<file path="config.mk">
export PLATFORM = sky130hd
export DESIGN_NAME = cwf_refill
export DESIGN_NICKNAME = d
export VERILOG_FILES = /design/src/rtl/cwf_refill.sv
export SDC_FILE = /design/constraint.sdc
export NUM_CORES = 1
export LEC_CHECK = 0
export BUFFER_PORTS_ARGS = -buffer_cell sky130_fd_sc_hd__clkbuf_2
export CORE_AREA = 2 2 85 87
export CTS_CLUSTER_SIZE = 12
export DETAILED_ROUTE_END_ITERATION = 8
export DIE_AREA = 0 0 87 89
export PLACE_DENSITY = 0.87
export RECOVER_POWER = 50
export SETUP_SLACK_MARGIN = 0.05
export SYNTH_ARGS = -nofsm -noshare
export SYNTH_HDL_FRONTEND = slang
export SYNTH_SLANG_ARGS = --single-unit
</file>
<file path="constraint.sdc">
create_clock -name clk -period 3.85 [get_ports clk]
set_input_delay 0.5775 -clock clk [delete_from_list [all_inputs] [get_ports clk]]
set_output_delay 0.5775 -clock clk [all_outputs]
set_load 0.01 [all_outputs]
</file>
<file path="src/rtl/cwf_refill.sv">
module cwf_refill #(
  parameter int WORDS  = 4,
  parameter int DATA_W = 32,
  parameter int LINE_W = 26,
  localparam int OFF_W = $clog2(WORDS),
  localparam int CNT_W = OFF_W + 1
) (
  input  logic              clk,
  input  logic              rst_n,
  input  logic              miss_valid,
  input  logic [LINE_W-1:0] miss_line,
  input  logic [OFF_W-1:0]  miss_off,
  input  logic              mode_er,
  output logic              busy,
  output logic              mem_req_valid,
  input  logic              mem_req_ready,
  output logic [LINE_W-1:0] mem_req_line,
  output logic [OFF_W-1:0]  mem_req_off,
  input  logic              mem_rsp_valid,
  input  logic [DATA_W-1:0] mem_rsp_data,
  output logic              arr_we,
  output logic [LINE_W-1:0] arr_line,
  output logic [OFF_W-1:0]  arr_off,
  output logic [DATA_W-1:0] arr_data,
  output logic              fill_done,
  output logic              cpu_data_valid,
  output logic [DATA_W-1:0] cpu_data,
  input  logic              cpu_rd_valid,
  input  logic [LINE_W-1:0] cpu_rd_line,
  input  logic [OFF_W-1:0]  cpu_rd_off,
  output logic              cpu_stall
);
  logic              busy_q;
  logic [LINE_W-1:0] line_q;
  logic [OFF_W-1:0]  crit_q, start_q, rsp_cnt;
  logic [CNT_W-1:0]  req_cnt;
  logic [WORDS-1:0]  filled_q;

  wire accept   = miss_valid && !busy_q;
  wire req_fire = mem_req_valid && mem_req_ready;
  wire last     = rsp_cnt == OFF_W'(WORDS - 1);

  assign busy          = busy_q;
  assign mem_req_valid = busy_q && (req_cnt < CNT_W'(WORDS));
  assign mem_req_line  = line_q;
  assign mem_req_off   = start_q + req_cnt[OFF_W-1:0];

  assign arr_we    = busy_q && mem_rsp_valid;
  assign arr_line  = line_q;
  assign arr_off   = start_q + rsp_cnt;
  assign arr_data  = mem_rsp_data;
  assign fill_done = arr_we && last;

  assign cpu_data_valid = arr_we && (arr_off == crit_q);
  assign cpu_data       = mem_rsp_data;
  assign cpu_stall      = busy_q && cpu_rd_valid && (cpu_rd_line == line_q)
                          && !filled_q[cpu_rd_off];

  always_ff @(posedge clk) begin
    if (!rst_n) begin
      busy_q   <= 1'b0;
      line_q   <= '0;
      crit_q   <= '0;
      start_q  <= '0;
      req_cnt  <= '0;
      rsp_cnt  <= '0;
      filled_q <= '0;
    end else if (accept) begin
      busy_q   <= 1'b1;
      line_q   <= miss_line;
      crit_q   <= miss_off;
      start_q  <= mode_er ? '0 : miss_off;
      req_cnt  <= '0;
      rsp_cnt  <= '0;
      filled_q <= '0;
    end else begin
      if (req_fire) req_cnt <= req_cnt + 1'b1;
      if (arr_we) begin
        rsp_cnt           <= rsp_cnt + 1'b1;
        filled_q[arr_off] <= 1'b1;
        if (last) busy_q  <= 1'b0;
      end
    end
  end
endmodule

</file>
==> run_results.csv, run 1 <==
group,metric,value,unit
global_routing,grt_max_degree,33,
placement,port-buffer-count,124,
sta,layout_min_cycle_time,2.606,ns
drt,wirelength,6.107,mm
sta,finalWorstSetupSlack,1.244,ns
sta,hold_violations,0,
yosys,syn-num-nets,408,
final_layout,finalInstanceArea,0.002668,sq mm
clock_network,post_cts_resized,0,
final_layout,syn2layout_area_growth,4.664,%
sta,rsz0062_at_grt,"no",
yosys,yosys_warnings,0,
clock_network,cts.clk_slew.worst_paths,0.09,ns
floorplan,start_util,0.3793,
global_routing,antenna_found_initial,1,
sta,min_period_over_period,0.6768,
yosys,syn_inst,309,
clock_network,worst_skew_pair.late_latency,0.29,ns
global_routing,grt_pass1_wl,8.928,mm
placement,placed_cell_area,0.002577,sq mm
critical_path,start_kind,"flop",
clock_network,clkSinkCount,40,
final_layout,final_nets,442,
global_routing,grt-ovfl-total,0,
sta,finClkSkew,0.004735,ns
critical_path,crit_chain,"xor2_1, nor4_1, nand4_1, nor4_2, clkbuf_2",
sta,fin_tns_setup,0,ns
yosys,ys_seq_area_frac,0.3142,
run,maxCapViolCount,0,
placement,dp.final_hpwl,4.966,mm
critical_path,path_buf_inv,1,
clock_network,cts_max_level,2,
clock_network,cts_setup_buffers,0,
sta,worstMarginPinSlew,1.213,ns
floorplan,die_area,0.007743,sq mm
sta,finalSetupViolCount,0,
clock_network,cts_buffers,5,
clock_network,cts_tree,"yes",
drt,via_per_inst,4.647,
min_path,hold_class,"reg -> reg",
power,p_per_area,364.7,mW/mm^2
critical_path,critPathSlowestCell,"nor4_1",
clock_network,cts_root_buf,"clkbuf_8",
final_layout,drive_gt1_frac,0.3430,
drt,post_drt_wl_per_cell,14.37,microns
clock_network,clk_path_buf_depth,2,
critical_path,crit_arrival,2.03,ns
floorplan,num_rows,30,
clock_network,cts-hold-fix-buffers,0,
yosys,ys_ff_latch,40,
critical_path,crit_family,"simple AND/OR/NAND/NOR gates",
placement,gp_congestion,0.7824,
sta,relSlewSlack,0.1914,
placement,pre_cts_ws,1.262,ns
yosys,avgSynthCellArea,8.248,sq um
critical_path,cp_slowest_stage_delay,0.49,ns
floorplan,core,0.006719,sq mm
global_routing,grt_pass1_vias,1831,
critical_path,cp_max_fo,4,
floorplan,die_height,89,microns
drt,detail_route.first_pass.iterations,4,
drt,drt_iter0_drc,56,
critical_path,cp.required,3.27,ns
floorplan,io_pins,221,
power,ir_drop,159.7,uV
yosys,synthesis.area,0.002549,sq mm
sta,maxSlewViolCount,0,
critical_path,critPathCaptureType,"output pin",
yosys,synth_cell_types,24,
drt,ant_nets,0,
power,leakagePower,1.267,nW
sta,max_freq,383.8,MHz
global_routing,track_usage,0.1490,
critical_path,critPathKind,"reg -> out",
floorplan,fp.dieW,87,microns
drt,drc,0,
drt,vias,1975,
run_status,outcome,"completed",
## cell usage in the layout (no fill, tap or decap), types with 3 or more instances in the layout
| master | n |
|---|---|
| nand3_1 | 3 |
| clkbuf_2 | 105 |
| ha_1 | 4 |
| clkbuf_8 | 5 |
| a21boi_0 | 30 |
| clkbuf_1 | 19 |
| a31oi_1 | 3 |
| a21oi_1 | 4 |
| nand2_1 | 64 |
| nor2_1 | 9 |
| xor2_1 | 21 |
| xnor2_1 | 13 |
| nor4_1 | 4 |
| dfxtp_1 | 40 |
## synth_stat cells
library cell / n / area, sq um
clkbuf_1: 9 / 33.78
nor3_1: 1 / 5.000
nand2_1: 64 / 240.2
xor2_1: 21 / 183.9
a21oi_1: 4 / 20.02
nor2b_1: 2 / 12.51
o21ai_0: 1 / 5.000
nand2b_1: 1 / 6.260
nand4_1: 2 / 12.51
nor4_1: 4 / 25.02
nand3_1: 3 / 15.01
nand3b_1: 2 / 15.01
inv_1: 2 / 7.510
ha_1: 4 / 50.05
nor4_2: 1 / 12.51
nor2_1: 9 / 33.78
mux4_2: 1 / 22.52
a31oi_1: 3 / 18.77
and3_1: 1 / 6.260
or4_1: 1 / 7.510
xnor2_1: 13 / 113.9
buf_4: 90 / 675.7
dfxtp_1: 40 / 800.8
a21boi_0: 30 / 225.2
## stage by stage
stage,power [W],util,instances,hold slack (ns)
after floorplan,0.0006398,-,309,0.4315
after global placement,0.0006387,0.3836,416,0.4436
after detailed placement,0.0006431,0.3836,416,0.4703
after CTS,0.0009950,0.4002,424,0.4932
after global routing,0.001027,0.3966,424,0.5110
final,0.0009730,0.3970,425,0.4846
## path summary, 6_finish.rpt
check | to | startpoint | slack, ns | depth (start not counted)
min reg2reg | filled_q[3] | filled_q[3] | 0.48 | 2
max reg2reg | arr_line[15] | busy | 2.17 | 4
min | filled_q[3] | filled_q[3] | 0.48 | 2
max | cpu_stall | arr_line[25] | 1.24 | 5
## worst min-delay path, stage by stage (launching register included)
cell and delay (ns):
dfxtp_1 0.34, a31oi_1 0.04, nor2_1 0.07
## where the power goes
| group | switching [W] | internal (W) |
|---|---|---|
| Sequential | 0.0000246 | 0.000434 |
| Combinational | 0.0000898 | 0.0000799 |
| Clock | 0.000153 | 0.000192 |
## flip-flops by register name, summed over array words and instances, names as in the netlist
signal	count
arr_line	26
filled_q	4
req_cnt	3
crit_q	2
rsp_cnt	2
start_q	2
busy	1
## final cells by class
class / instances / area [sq um]
Clock inverter: 3 / 42.54
Timing Repair Buffer: 126 / 611.8
Fill cell: 697 / 4051
Multi-Input combinational cell: 168 / 1033
Inverter: 2 / 7.507
Tap cell: 80 / 100.1
Sequential cell: 40 / 800.8
Clock buffer: 5 / 68.82
Antenna cell: 1 / 2.502
## layer usage
| layer | GRT usage | vias up | wire length, microns |
|---|---|---|---|
| li1 | - | 969 | - |
| met1 | 0.1726 | 878 | 2411 |
| met3 | 0.05540 | 17 | 601 |
| met4 | 0.04688 | 0 | 136 |
| met5 | 0 | - | 0 |
| met2 | 0.2561 | 111 | 2957 |
## logic make-up (layout without fill, tap and decap cells)
kind of cell / after synthesis / count (layout) / share of synthesized area
buffers and inverters: 101 / 136 / 0.2813
AND/OR/NAND/NOR: 91 / 91 / 0.1537
flip-flops: 40 / 40 / 0.3142
AO/OA/AOI/OAI: 38 / 38 / 0.1055
XOR/XNOR: 34 / 34 / 0.1168
adder cells (fa/ha/maj): 4 / 4 / 0.01964
multiplexers: 1 / 1 / 0.008836
other: 0 / 1 / 0
Power figures use the tool's default switching activity.
==> run 2: changes to the inputs <==
--- a/config.mk
+++ b/config.mk
@@ -6,11 +6,11 @@
 export NUM_CORES = 1
 export LEC_CHECK = 0
 export BUFFER_PORTS_ARGS = -buffer_cell sky130_fd_sc_hd__clkbuf_2
-export CORE_AREA = 2 2 85 87
+export CORE_ASPECT_RATIO = 0.7
+export CORE_UTILIZATION = 38
 export CTS_CLUSTER_SIZE = 12
 export DETAILED_ROUTE_END_ITERATION = 8
-export DIE_AREA = 0 0 87 89
-export PLACE_DENSITY = 0.87
+export PLACE_DENSITY = 0.88
 export RECOVER_POWER = 50
 export SETUP_SLACK_MARGIN = 0.05
 export SYNTH_ARGS = -nofsm -noshare
==> constraint.sdc (replaced) <==
create_clock -name clk -period 2.75 [get_ports clk]
set_input_delay 0.4125 -clock clk [delete_from_list [all_inputs] [get_ports clk]]
set_output_delay 0.4125 -clock clk [all_outputs]
set_load 0.01 [all_outputs]
==> run 2 against run 1 <==
Clock-buffer cell count increased by 1. Final area unchanged. Clock skew increased by 0.00078 ns. Sequential power increased by 39%. Via count about the same. Largest cell class unchanged. First-iteration DRC count decreased by 43%. Sequential share of layout area unchanged. Hold slack got worse by 0.13 ns. Utilization increased by 2.4 points. Critical endpoint unchanged. Clock power increased by 15%.
==> run_results.csv, run 2 (same netlist as run 1, synthesis figures left out) <==
group,metric,value,unit
global_routing,grt_max_degree,33,
placement,dp.final_hpwl,4.445,mm
power,ir_drop,217.3,uV
global_routing,use_met3,0.07608,
drt,post_drt_wl_per_cell,12.80,microns
global_routing,track_usage,0.1629,
clock_network,cts_root_buf,"clkbuf_8",
final_layout,layout_commonest_cell,"clkbuf_2",
power,leakagePower,1.269,nW
final_layout,drive_gt1_frac,0.3449,
placement,dp_cells,428,
final_layout,ff_latch_area,800.8,sq um
drt,drc,0,
final_layout,syn2layout_area_growth,4.664,%
global_routing,grt_pass1_wl,8.935,mm
floorplan,core,0.006336,sq mm
drt,ant_nets,0,
final_layout,final_nets,443,
min_path,hold_class,"in -> reg",
sta,rsz0062_at_grt,"no",
clock_network,worst_skew_pair.late_latency,0.28,ns
critical_path,crit_arrival,1.96,ns
critical_path,critPathCaptureType,"output pin",
critical_path,cp.required,2.34,ns
sta,hold_violations,0,
global_routing,busiest_layer,"met2",
sta,max_freq,422.1,MHz
clock_network,cts_buffers,5,
critical_path,cp_max_fo,4,
floorplan,io_pins,221,
sta,fin_tns_setup,0,ns
drt,wirelength,5.579,mm
placement,port-buffer-count,124,
clock_network,cts-hold-fix-buffers,0,
final_layout,stdcell_count,436,
final_layout,multi_input_area,0.001033,sq mm
run,maxCapViolCount,0,
clock_network,clkSinkCount,40,
sta,min_period_over_period,0.8616,
floorplan,die_height,70.52,microns
global_routing,met1_usage,0.1938,
drt,detail_route.first_pass.iterations,4,
power,p_per_area,479.2,mW/mm^2
drt,drt_iter0_drc,32,
sta,maxSlewViolCount,0,
clock_network,cts.clk_slew.worst_paths,0.08,ns
global_routing,antenna_found_initial,0,
sta,layout_min_cycle_time,2.369,ns
global_routing,grt_pass1_vias,1918,
final_layout,largest_reg_flops,26,
final_layout,fill_cells,651,
clock_network,cts_max_level,2,
placement,gp_congestion,0.7529,
critical_path,critPathKind,"reg -> out",
critical_path,start_kind,"flop",
floorplan,start_util,0.4023,
final_layout,mostFrequentLayoutCells,"105 x clkbuf_2, 64 x nand2_1, 40 x dfxtp_1",
drt,via_per_inst,4.528,
global_routing,grtUsageMet2,0.2613,
sta,finClkSkew,0.005512,ns
clock_network,clk_path_buf_depth,2,
run_status,outcome,"completed",
floorplan,num_rows,24,
global_routing,grt-ovfl-total,0,
clock_network,cts_tree,"yes",
floorplan,die_area,0.007044,sq mm
drt,vias,1974,
sta,relSlewSlack,0.2354,
floorplan,fp.dieW,99.89,microns
sta,finalSetupViolCount,0,
clock_network,post_cts_resized,0,
sta,worstMarginPinSlew,1.147,ns
final_layout,n_antenna_cell,0,
clock_network,cts_setup_buffers,0,
run 2: cell types whose count changed in the layout (fill, tap and decap cells not counted), sizes merged:
cell	change
clkbuf	+1
clkinv	+1
clkinvlp	-1
bufinv	-1
diode	-1
buf	+1
run 2: area by class of cell:
class,instances,share of cell area
Sequential cell,40,0.3002
Timing Repair Buffer,127,0.2322
Inverter,2,0.002814
Clock buffer,6,0.03096
Tap cell,91,0.04268
Multi-Input combinational cell,168,0.3874
Clock inverter,2,0.003752
run 2: through the flow:
step	instance area, sq um	setup slack [ns]	hold slack (ns)	total power, W	util
2_1_floorplan	2549	0.8687	0.4315	0.0008957	-
3_3_place_gp	2599	0.4769	0.4481	0.0008932	0.4102
3_5_place_dp	2599	0.5164	0.4626	0.0009005	0.4102
4_1_cts	2691	0.3251	0.3433	0.001312	0.4248
5_1_grt	2668	0.2721	0.3507	0.001364	0.4210
6_report	2668	0.3807	0.3578	0.001278	0.4210
run 2: final timing paths:
kind	start	end	slack [ns]	cells after the start
worst max-delay path	arr_line[21]	cpu_stall	0.38	5
worst min-delay path	miss_line[18]	arr_line[18]	0.36	3
worst max register to register	busy	crit_q[1]	1.06	5
worst min register to register	filled_q[2]	filled_q[2]	0.47	2
run 2: power by group:
part	internal, W	total [W]	leakage (nW)	switching [W]
Sequential	0.000607	0.000638	0.327	0.0000314
Clock	0.000200	0.000397	0.0510	0.000197
Combinational	0.000113	0.000243	0.891	0.000129
run 2: layer usage:
metal	vias to the layer above	wire length [microns]
li1	970	-
met1	879	2475
met2	116	2455
met3	9	569
met4	0	78
met5	-	0
run 2: critical path, stage by stage, from the launching register on:
cell and delay (ns):
dfxtp_1 0.36, xor2_1 0.17, nor4_1 0.46, nand4_1 0.26, nor4_2 0.24, clkbuf_2 0.19
